==> config.mk <==
export PLATFORM = sky130hd
export DESIGN_NAME = imm_fuse_decoder
export DESIGN_NICKNAME = d
export VERILOG_FILES = /design/src/rtl/imm_fuse_pkg.sv /design/src/rtl/imm_fuse_ctrl.sv /design/src/rtl/imm_fuse_dpath.sv /design/src/rtl/imm_fuse_decoder.sv
export SDC_FILE = /design/constraint.sdc
export NUM_CORES = 1
export LEC_CHECK = 0
export BUFFER_PORTS_ARGS = -buffer_cell sky130_fd_sc_hd__buf_4
export CORE_AREA = 8 8 194 196
export CTS_BUF_LIST = sky130_fd_sc_hd__clkbuf_4 sky130_fd_sc_hd__clkbuf_8 sky130_fd_sc_hd__clkbuf_16
export DETAILED_ROUTE_END_ITERATION = 10
export DIE_AREA = 0 0 202 204
export PLACE_DENSITY = 0.61
export SYNTH_ARGS = -nofsm -noshare
export SYNTH_HDL_FRONTEND = slang
export SYNTH_SLANG_ARGS = --single-unit
==> constraint.sdc <==
create_clock -name clk -period 2 [get_ports clk]
set_input_delay 0.1 -clock clk [delete_from_list [all_inputs] [get_ports clk]]
set_output_delay 0.1 -clock clk [all_outputs]
set_load 0.05 [all_outputs]
==> src/rtl/imm_fuse_pkg.sv <==
package imm_fuse_pkg;

  localparam int CONST_W = 64;

  typedef enum logic [1:0] {
    KIND_ORD = 2'd0,
    KIND_PRE = 2'd1,
    KIND_CON = 2'd2,
    KIND_RSV = 2'd3
  } kind_e;

  typedef struct packed {
    logic loadSlot0;
    logic loadSlot1;
    logic clearAll;
    logic latchFault;
  } strobes_t;

  function automatic logic [CONST_W-1:0] extendImm(
    input logic [CONST_W-1:0] raw,
    input logic [1:0]         size,
    input logic               sext
  );
    logic [CONST_W-1:0] res;
    case (size)
      2'd0:    res = {{(CONST_W-16){sext & raw[15]}}, raw[15:0]};
      2'd1:    res = {{(CONST_W-32){sext & raw[31]}}, raw[31:0]};
      default: res = raw;
    endcase
    return res;
  endfunction

endpackage

==> src/rtl/imm_fuse_ctrl.sv <==
module imm_fuse_ctrl
  import imm_fuse_pkg::*;
(
  input  logic       clk,
  input  logic       rstN,
  input  logic       flush,
  input  logic       inValid,
  input  logic [1:0] inKind,
  input  logic [1:0] inNeed,
  input  logic       inFetchFault,
  input  logic       outReady,
  output logic       inReady,
  output logic       outValid,
  output logic       seqError,
  output logic       slotValid0,
  output logic       slotValid1,
  output logic       faultSeen,
  output strobes_t   strobes
);

  logic       isPre, isCon, isOrd;
  logic [1:0] slotCount;
  logic       conOk, ordOk, issue, accept, badSeq;

  always_comb begin
    isPre     = inValid && (inKind == KIND_PRE);
    isCon     = inValid && (inKind == KIND_CON);
    isOrd     = inValid && (inKind != KIND_PRE) && (inKind != KIND_CON);
    slotCount = {1'b0, slotValid0} + {1'b0, slotValid1};
    conOk     = isCon && (inNeed <= slotCount);
    ordOk     = isOrd && (slotCount == 2'd0);
    issue     = !flush && (conOk || ordOk);
    inReady   = !flush && !(issue && !outReady);
    accept    = inValid && inReady;
    badSeq    = (isPre && slotValid1) || (isCon && !conOk) || (isOrd && !ordOk);
    seqError  = accept && badSeq;
    outValid  = issue;

    strobes.loadSlot0  = accept && isPre && !slotValid0;
    strobes.loadSlot1  = accept && isPre && slotValid0 && !slotValid1;
    strobes.clearAll   = flush || seqError || (accept && issue);
    strobes.latchFault = accept && isPre && !slotValid1 && inFetchFault && !faultSeen;
  end

  always_ff @(posedge clk) begin
    if (!rstN) begin
      slotValid0 <= 1'b0;
      slotValid1 <= 1'b0;
      faultSeen  <= 1'b0;
    end else if (strobes.clearAll) begin
      slotValid0 <= 1'b0;
      slotValid1 <= 1'b0;
      faultSeen  <= 1'b0;
    end else begin
      if (strobes.loadSlot0)  slotValid0 <= 1'b1;
      if (strobes.loadSlot1)  slotValid1 <= 1'b1;
      if (strobes.latchFault) faultSeen  <= 1'b1;
    end
  end

  // slot 1 is never filled ahead of slot 0
  a_r3_fill_order: assert property (@(posedge clk) disable iff (!rstN)
    slotValid1 |-> slotValid0);

  // accepted operation empties the slots
  a_r6_clear_on_accept: assert property (@(posedge clk) disable iff (!rstN)
    (outValid && outReady) |=> (!slotValid0 && !slotValid1 && !faultSeen));

  // illegal sequence empties the slots
  a_r5_error_clears: assert property (@(posedge clk) disable iff (!rstN)
    seqError |=> (!slotValid0 && !slotValid1));

  // flush empties the slots
  a_r8_flush_clears: assert property (@(posedge clk) disable iff (!rstN)
    flush |=> (!slotValid0 && !slotValid1 && !faultSeen));

  // stalled operation holds the slot state
  a_r9_stall_holds: assert property (@(posedge clk) disable iff (!rstN)
    (outValid && !outReady && !flush) |=>
      (slotValid0 == $past(slotValid0) && slotValid1 == $past(slotValid1)));

endmodule

==> src/rtl/imm_fuse_dpath.sv <==
module imm_fuse_dpath
  import imm_fuse_pkg::*;
#(
  parameter int ADDR_W = 48,
  parameter int PAY_W  = 32
) (
  input  logic               clk,
  input  logic               rstN,
  input  strobes_t           strobes,
  input  logic               slotValid0,
  input  logic               slotValid1,
  input  logic               faultSeen,
  input  logic [ADDR_W-1:0]  inAddr,
  input  logic [PAY_W-1:0]   inPayload,
  input  logic [CONST_W-1:0] inImm,
  input  logic [1:0]         inImmSize,
  input  logic               inImmSext,
  input  logic               inFetchFault,
  input  logic [ADDR_W-1:0]  inFaultAddr,
  output logic [PAY_W-1:0]   outPayload,
  output logic [CONST_W-1:0] outConst0,
  output logic [CONST_W-1:0] outConst1,
  output logic [ADDR_W-1:0]  outStartAddr,
  output logic               outFault,
  output logic [ADDR_W-1:0]  outFaultAddr
);

  logic [CONST_W-1:0] slotData0, slotData1, wideImm;
  logic [ADDR_W-1:0]  groupStart, faultAddrReg;

  assign wideImm = extendImm(inImm, inImmSize, inImmSext);

  always_ff @(posedge clk) begin
    if (!rstN) begin
      slotData0    <= '0;
      slotData1    <= '0;
      groupStart   <= '0;
      faultAddrReg <= '0;
    end else begin
      if (strobes.loadSlot0) begin
        slotData0  <= wideImm;
        groupStart <= inAddr;
      end
      if (strobes.loadSlot1)  slotData1    <= wideImm;
      if (strobes.latchFault) faultAddrReg <= inFaultAddr;
    end
  end

  always_comb begin
    outPayload   = inPayload;
    outConst0    = slotValid0 ? slotData0 : '0;
    outConst1    = slotValid1 ? slotData1 : '0;
    outStartAddr = slotValid0 ? groupStart : inAddr;
    outFault     = faultSeen || inFetchFault;
    outFaultAddr = faultSeen ? faultAddrReg : inFaultAddr;
  end

  // the first recorded fault address is kept for the whole group
  a_r7_fault_addr_held: assert property (@(posedge clk) disable iff (!rstN)
    (faultSeen && $past(faultSeen)) |-> $stable(faultAddrReg));

  // a single prefix never fills both slots
  a_r3_one_slot_per_prefix: assert property (@(posedge clk) disable iff (!rstN)
    $onehot0({strobes.loadSlot0, strobes.loadSlot1}));

endmodule

==> src/rtl/imm_fuse_decoder.sv <==
module imm_fuse_decoder
  import imm_fuse_pkg::*;
#(
  parameter int ADDR_W = 48,
  parameter int PAY_W  = 32
) (
  input  logic               clk,
  input  logic               rstN,
  input  logic               flush,
  input  logic               inValid,
  output logic               inReady,
  input  logic [1:0]         inKind,
  input  logic [ADDR_W-1:0]  inAddr,
  input  logic [PAY_W-1:0]   inPayload,
  input  logic [1:0]         inNeed,
  input  logic [63:0]        inImm,
  input  logic [1:0]         inImmSize,
  input  logic               inImmSext,
  input  logic               inFetchFault,
  input  logic [ADDR_W-1:0]  inFaultAddr,
  output logic               outValid,
  input  logic               outReady,
  output logic [PAY_W-1:0]   outPayload,
  output logic [63:0]        outConst0,
  output logic               outConst0Valid,
  output logic [63:0]        outConst1,
  output logic               outConst1Valid,
  output logic [ADDR_W-1:0]  outStartAddr,
  output logic               outFault,
  output logic [ADDR_W-1:0]  outFaultAddr,
  output logic               seqError,
  output logic [ADDR_W-1:0]  seqErrAddr
);

  strobes_t strobes;
  logic     slotValid0, slotValid1, faultSeen;

  imm_fuse_ctrl u_ctrl (
    .clk          (clk),
    .rstN         (rstN),
    .flush        (flush),
    .inValid      (inValid),
    .inKind       (inKind),
    .inNeed       (inNeed),
    .inFetchFault (inFetchFault),
    .outReady     (outReady),
    .inReady      (inReady),
    .outValid     (outValid),
    .seqError     (seqError),
    .slotValid0   (slotValid0),
    .slotValid1   (slotValid1),
    .faultSeen    (faultSeen),
    .strobes      (strobes)
  );

  imm_fuse_dpath #(.ADDR_W(ADDR_W), .PAY_W(PAY_W)) u_dpath (
    .clk          (clk),
    .rstN         (rstN),
    .strobes      (strobes),
    .slotValid0   (slotValid0),
    .slotValid1   (slotValid1),
    .faultSeen    (faultSeen),
    .inAddr       (inAddr),
    .inPayload    (inPayload),
    .inImm        (inImm),
    .inImmSize    (inImmSize),
    .inImmSext    (inImmSext),
    .inFetchFault (inFetchFault),
    .inFaultAddr  (inFaultAddr),
    .outPayload   (outPayload),
    .outConst0    (outConst0),
    .outConst1    (outConst1),
    .outStartAddr (outStartAddr),
    .outFault     (outFault),
    .outFaultAddr (outFaultAddr)
  );

  assign outConst0Valid = slotValid0;
  assign outConst1Valid = slotValid1;
  assign seqErrAddr     = outStartAddr;

endmodule

# Word-level counts from Yosys, hierarchy flattened
# Cells that the tools add are included.
op_classes:
  add_sub_neg: 1
  order_cmp: 1
  eq_ne: 5
  n_mux: 5
  n_bitwise: 3
  n_reduce_logical: 39
ops:
  columns: ["op", "count"]
  rows:
  - ["$mux 64", 2]
  - ["$pmux 64 s2", 1]
  - ["$mux 48", 2]
  - ["$logic_and 1x1->1", 22]
  - ["$logic_not 1->1", 8]
  - ["$logic_or 1x1->1", 6]
  - ["$eq 2x1->1 const B", 2]
  - ["$logic_not 2->1", 2]
  - ["$add 1x1->2", 1]
  - ["$and 1x1->1", 2]
  - ["$eq 2x2->1 const B", 1]
  - ["$le 2x2->1", 1]
  - ["$ne 2x1->1 const B", 1]
  - ["$ne 2x2->1 const B", 1]
  - ["$reduce_or 2->1", 1]
  - ["$not 1->1", 1]
word_totals:
  regBits: 227
  in_bits: 205
  out_inout_bits: 310
  elab_cells: 61

# Depth between registers and ports, before layout
depth:
  ltp_word: 14
  depth_mapped: 8
  ltp_nobuf: 7

# Cells and area by module
# A second synthesis with hierarchy kept.
unflattened:
  cells_unflattened: 1169
  hier_area_um2: 11121.9
by_module_without_submodules:
  columns: ["module", "n_inst", "cells_per_inst", "area_each_um2", "seq_area_each_um2"]
  rows:
  - ["imm_fuse_dpath", 1, 1075, 10408.7, 4484.3]
  - ["imm_fuse_decoder", 1, 48, 360.3, 0.0]
  - ["imm_fuse_ctrl", 1, 46, 352.8, 60.1]

# Worst setup path after synthesis
# Ideal clock, no wire load.
synth_path:
  kind: "flip-flop to output port"
  startpoint: "register u_ctrl.slotValid0"
  endpoint: "output port inReady"
  t_arrival_ns: 3.099
  required_time_ns: 1.900
  path_slack_ns: -1.199
  path_stages_with_launch: 8
  path_cell_list: "dfxtp_1 > buf_2 > inv_1 > ha_1 > ha_1 > nand2_1 > o21ai_0 > a311oi_1"
synth_between:
  elab_chain_len: 8
synth_rtl:
  columns: ["element", "line_no", "rtl"]
  rows:
  - ["start: declaration", "imm_fuse_ctrl.sv:15", "output logic slotValid0,"]
  - ["start signal: assignment", "imm_fuse_ctrl.sv:47", "slotValid0 <= 1'b0;"]
  - ["start signal: assignment", "imm_fuse_ctrl.sv:51", "slotValid0 <= 1'b0;"]
  - ["start signal: assignment", "imm_fuse_ctrl.sv:55", "if (strobes.loadSlot0) slotValid0 <= 1'b1;"]
  - ["$add 1x1->2 (*)", "imm_fuse_ctrl.sv:29", "slotCount = {1'b0, slotValid0} + {1'b0, slotValid1};"]
  - ["$le 2x2->1 / $logic_not 2->1 (equally long branches)", "imm_fuse_ctrl.sv:30, imm_fuse_ctrl.sv:31", null]
  - ["$logic_and 1x1->1, on equally long branches", "imm_fuse_ctrl.sv:30, imm_fuse_ctrl.sv:31", null]
  - ["$logic_or 1x1->1 (*)", "imm_fuse_ctrl.sv:32", "issue = !flush && (conOk || ordOk);"]
  - ["$logic_and 1x1->1 (*)", "imm_fuse_ctrl.sv:32", null]
  - ["$logic_and 1x1->1 (*)", "imm_fuse_ctrl.sv:33", "inReady = !flush && !(issue && !outReady);"]
  - ["$logic_not 1->1 (*)", "imm_fuse_ctrl.sv:33", null]
  - ["$logic_and 1x1->1 (*)", "imm_fuse_ctrl.sv:33", null]
  - ["end: declaration", "imm_fuse_decoder.sv:11", "output logic inReady,"]
# Every way passes the cells marked *; elsewhere a longest branch is shown, timed or not.

# Final worst setup path
layout_path:
  startpoint: "register u_ctrl.slotValid0"
  endpoint: "output port seqError"
layout_between:
  elab_chain_len: 10
layout_rtl:
  columns: ["element", "line_no", "rtl"]
  rows:
  - ["$add 1x1->2 (*)", "imm_fuse_ctrl.sv:29", null]
  - ["$le 2x2->1 / $logic_not 2->1 (equally long branches)", "imm_fuse_ctrl.sv:30, imm_fuse_ctrl.sv:31", null]
  - ["$logic_and 1x1->1, on equally long branches", "imm_fuse_ctrl.sv:30, imm_fuse_ctrl.sv:31", null]
  - ["$logic_or 1x1->1", "imm_fuse_ctrl.sv:32", null]
  - ["$logic_and 1x1->1", "imm_fuse_ctrl.sv:32", null]
  - ["$logic_and 1x1->1", "imm_fuse_ctrl.sv:33", null]
  - ["$logic_not 1->1", "imm_fuse_ctrl.sv:33", null]
  - ["$logic_and 1x1->1", "imm_fuse_ctrl.sv:33", null]
  - ["$logic_and 1x1->1", "imm_fuse_ctrl.sv:34", "accept = inValid && inReady;"]
  - ["$logic_and 1x1->1 (*)", "imm_fuse_ctrl.sv:36", "seqError = accept && badSeq;"]
  - ["end: declaration", "imm_fuse_decoder.sv:31", "output logic seqError,"]
# Marks and branches as above.

==> key figures <==
Power and ir drop
  • Worst VDD drop: between 0.0005 and 0.0006 V
  • Power Total: between 10 and 15 mW
  • Pwr/cell area: roughly 620 nW/um^2
  • Leakage: approximately 9 nW

Synthesis
  • Netlist cell types: 38
  • Flip-flop and latch count after synthesis: approximately 230
  • Post-synthesis net count: between 1500 and 2000
  • Post-synthesis sequential area ratio: 39.20%
  • Syn_area_per_cell: 8.696 sq um
  • Gate Count Post-Synth: approximately 1300
  • Ys async rst share: 0%
  • Post-Syn Area: 11590 sq um
  • Synth Flop Type: dfxtp_1
  • YS warnings: 0
  • Post-synth EDFFs: 0

Timing
  • Final WS setup: -0.2447 ns
  • Final Skew: about 0.011 ns
  • Crit path time final: around 2.2 ns
  • Slew headroom: 63.92%
  • Final Hold Viols: 0
  • Final period utilization: 112.2%
  • RSZ-0062 raised after global routing: yes
  • Slew @ Worst Pin: between 0.5 and 0.6 ns
  • TNS Setup: -7.394 ns
  • Setup-failing EPs final: ~130
  • Hold slack final: between 0.04 and 0.05 ns
  • Max Clock Freq: between 400 and 500 MHz
  • Final Slew Violations: 0

Routing
  • # DRC: 0
  • DR WL/cell: between 20 and 25 microns
  • Detailed Routing Iterations Pass 1: 4
  • Via count: roughly 11000
  • Antenna-violating nets left: 0
  • DRT iter0 DRCs: roughly 440
  • DR vias/cell: ~5
  • Final wirelength: just under 50 mm

Layout
  • Register area: 4556 sq um
  • FILL cells: around 2900
  • Nets: roughly 2100
  • Final Cell Area: 19640 sq um
  • Post-Layout Cell Count: 2339
  • Share of cells above drive strength 1: about 41%
  • Area occupied by multi-input gates: approximately 6400 sq um
  • Commonest non-fill, non-tap cell in the layout: nand2_1
  • Most frequent cells in the layout: nand2_1, buf_4, dfxtp_1, dlygate4sd3_1, buf_6
  • Final Util: a little under three fifths
  • Syn-to-layout area delta: 69.40%

Clocking
  • Clk sinks: 227
  • CTS buffer count: 27
  • CTS tree: yes
  • Htree depth: 1
  • Longest Clk Path Bufs: 3
  • Clock slew at reported path FFs: about 0.06 ns
  • CTS root buf: clkbuf_16
  • Worst skew pair latency: about 0.53 ns

Run
  • Maxcap violations: 0

GRT
  • Pin count of the biggest net entering global routing: 94
  • Total gr overflow: 0
  • GRT Overall Usage: 21.08%
  • First-pass GRT wire length: roughly 70 mm
  • Vias in the first global route: about 12000
  • Initial antenna violation count: 1

Place
  • Setup WS pre-CTS: about 0.12 ns
  • Port Buffers: 450
  • DP Cell Count: between 2000 and 2500
  • Placed inst area: ~15000 sq um
  • Routability cong.: 0.8044
  • DP HPWL: approximately 30 mm

Floorplanning
  • Placement Rows: 69
  • Horiz. Die Dim: between 200 and 250 microns
  • Num ports: ~500
  • Total core area: ~35000 sq um
  • Die height: 204 microns
  • Initial Util: between 30% and 40%
  • Die area: approximately 40000 sq um

Worst setup path
  • WS Path Type: reg2out
  • Largest fanout on the critical path: 4
  • Critical path required time: about 1.9 ns
  • Reg-to-reg setup timing slack: -0.03 ns
  • Kind of end point of the critical path: primary output
  • CP Data Arrival Time: between 2 and 2.5 ns
  • CP Launch Type: flop

Run status
  • Outcome: complete, but fails checks
  • Failing checks: negative setup slack

Min path
  • Hold WC Path Type: in2reg
worst paths after layout:
kind / startpoint / end / depth (start not counted)
setup / recovery: u_ctrl.slotValid0 / seqError / 8
hold / removal: inImm[19] / u_dpath.slotData0[19] / 5
setup reg to reg: u_ctrl.slotValid0 / u_dpath.slotData0[50] / 11
hold reg to reg: u_dpath.faultAddrReg[46] / u_dpath.faultAddrReg[46] / 2
per-layer routing:
metal	global-route usage, %	up-vias	part of all wire (%)
li1	-	5444	-
met1	25.41	5444	41
met2	36.41	433	49
met3	6.879	53	8.3
met4	4.070	0	1.7
met5	0	-	0
flip-flops by register name, indices dropped and copies added, names as in the netlist:
name / cells
u_dpath.groupStart: 48
u_ctrl.slotValid1: 1
u_ctrl.slotValid0: 1
u_dpath.slotData1: 64
u_dpath.slotData0: 64
u_ctrl.faultSeen: 1
u_dpath.faultAddrReg: 48
worst max-delay path: stages, from the launching register on:
cell and delay, ns:
dfxtp_4 0.38, inv_6 0.05, ha_4 0.24, ha_4 0.24, nand2_4 0.07, o21ai_4 0.08, o21ai_4 0.17, and3b_2 0.22
buf_8 0.15
kinds of logic (layout without fill, tap and decap cells):
kind of cell             count (synthesis)  count (layout)  share of synthesized area [%]
AO/OA/AOI/OAI                          283             283                          20.66
adder cells (fa/ha/maj)                  4               4                         0.4317
buffers and inverters                  200             743                          9.660
AND/OR/NAND/NOR                        521             521                          20.56
flip-flops                             227             227                          39.20
multiplexers                            97              97                          9.412
XOR/XNOR                                 1               1                        0.07557
other                                    0               2                              0
report_power, final:
| part | leakage [nW] | internal (mW) | switching [mW] |
|---|---|---|---|
| clock network | 0.457 | 3.05 | 2.02 |
| logic | 6.97 | 1.14 | 1.34 |
| registers | 1.84 | 4.59 | 0.0455 |
cells in the mapped netlist, types with 7 or more instances:
| library cell | n | area (sq um) |
|---|---|---|
| nand2_1 | 357 | 1340 |
| dfxtp_1 | 227 | 4544 |
| and2_1 | 128 | 800.8 |
| a21boi_0 | 104 | 780.8 |
| mux2_2 | 96 | 1081 |
| o211a_1 | 96 | 960.9 |
| buf_4 | 82 | 615.6 |
| clkbuf_1 | 52 | 195.2 |
| buf_2 | 49 | 245.2 |
| a2bb2oi_1 | 32 | 280.3 |
| a21boi_1 | 24 | 180.2 |
| nor2_1 | 18 | 67.56 |
| o21a_1 | 16 | 120.1 |
| buf_1 | 10 | 37.54 |
| inv_1 | 7 | 26.28 |
layout make-up:
cell class | instances | area share (%)
timing repair buffer | 688 | 36.29
multi-input combinational | 906 | 32.78
sequential | 227 | 23.20
clock buffer | 40 | 4.129
tap | 461 | 2.937
clock inverter | 8 | 0.4779
inverter | 7 | 0.1593
antenna | 2 | 0.02549
repair_timing:
action | CTS | global route
setup endpoints to repair | 186 | 209
hold endpoints to repair | 218 | 0
buffers inserted | 14 | 10
cloned | 11 | 16
pin swaps | 8 | 3
hold buffers | 163 | 0
resized for setup | 320 | 80
(Power assumes the default switching activity.)
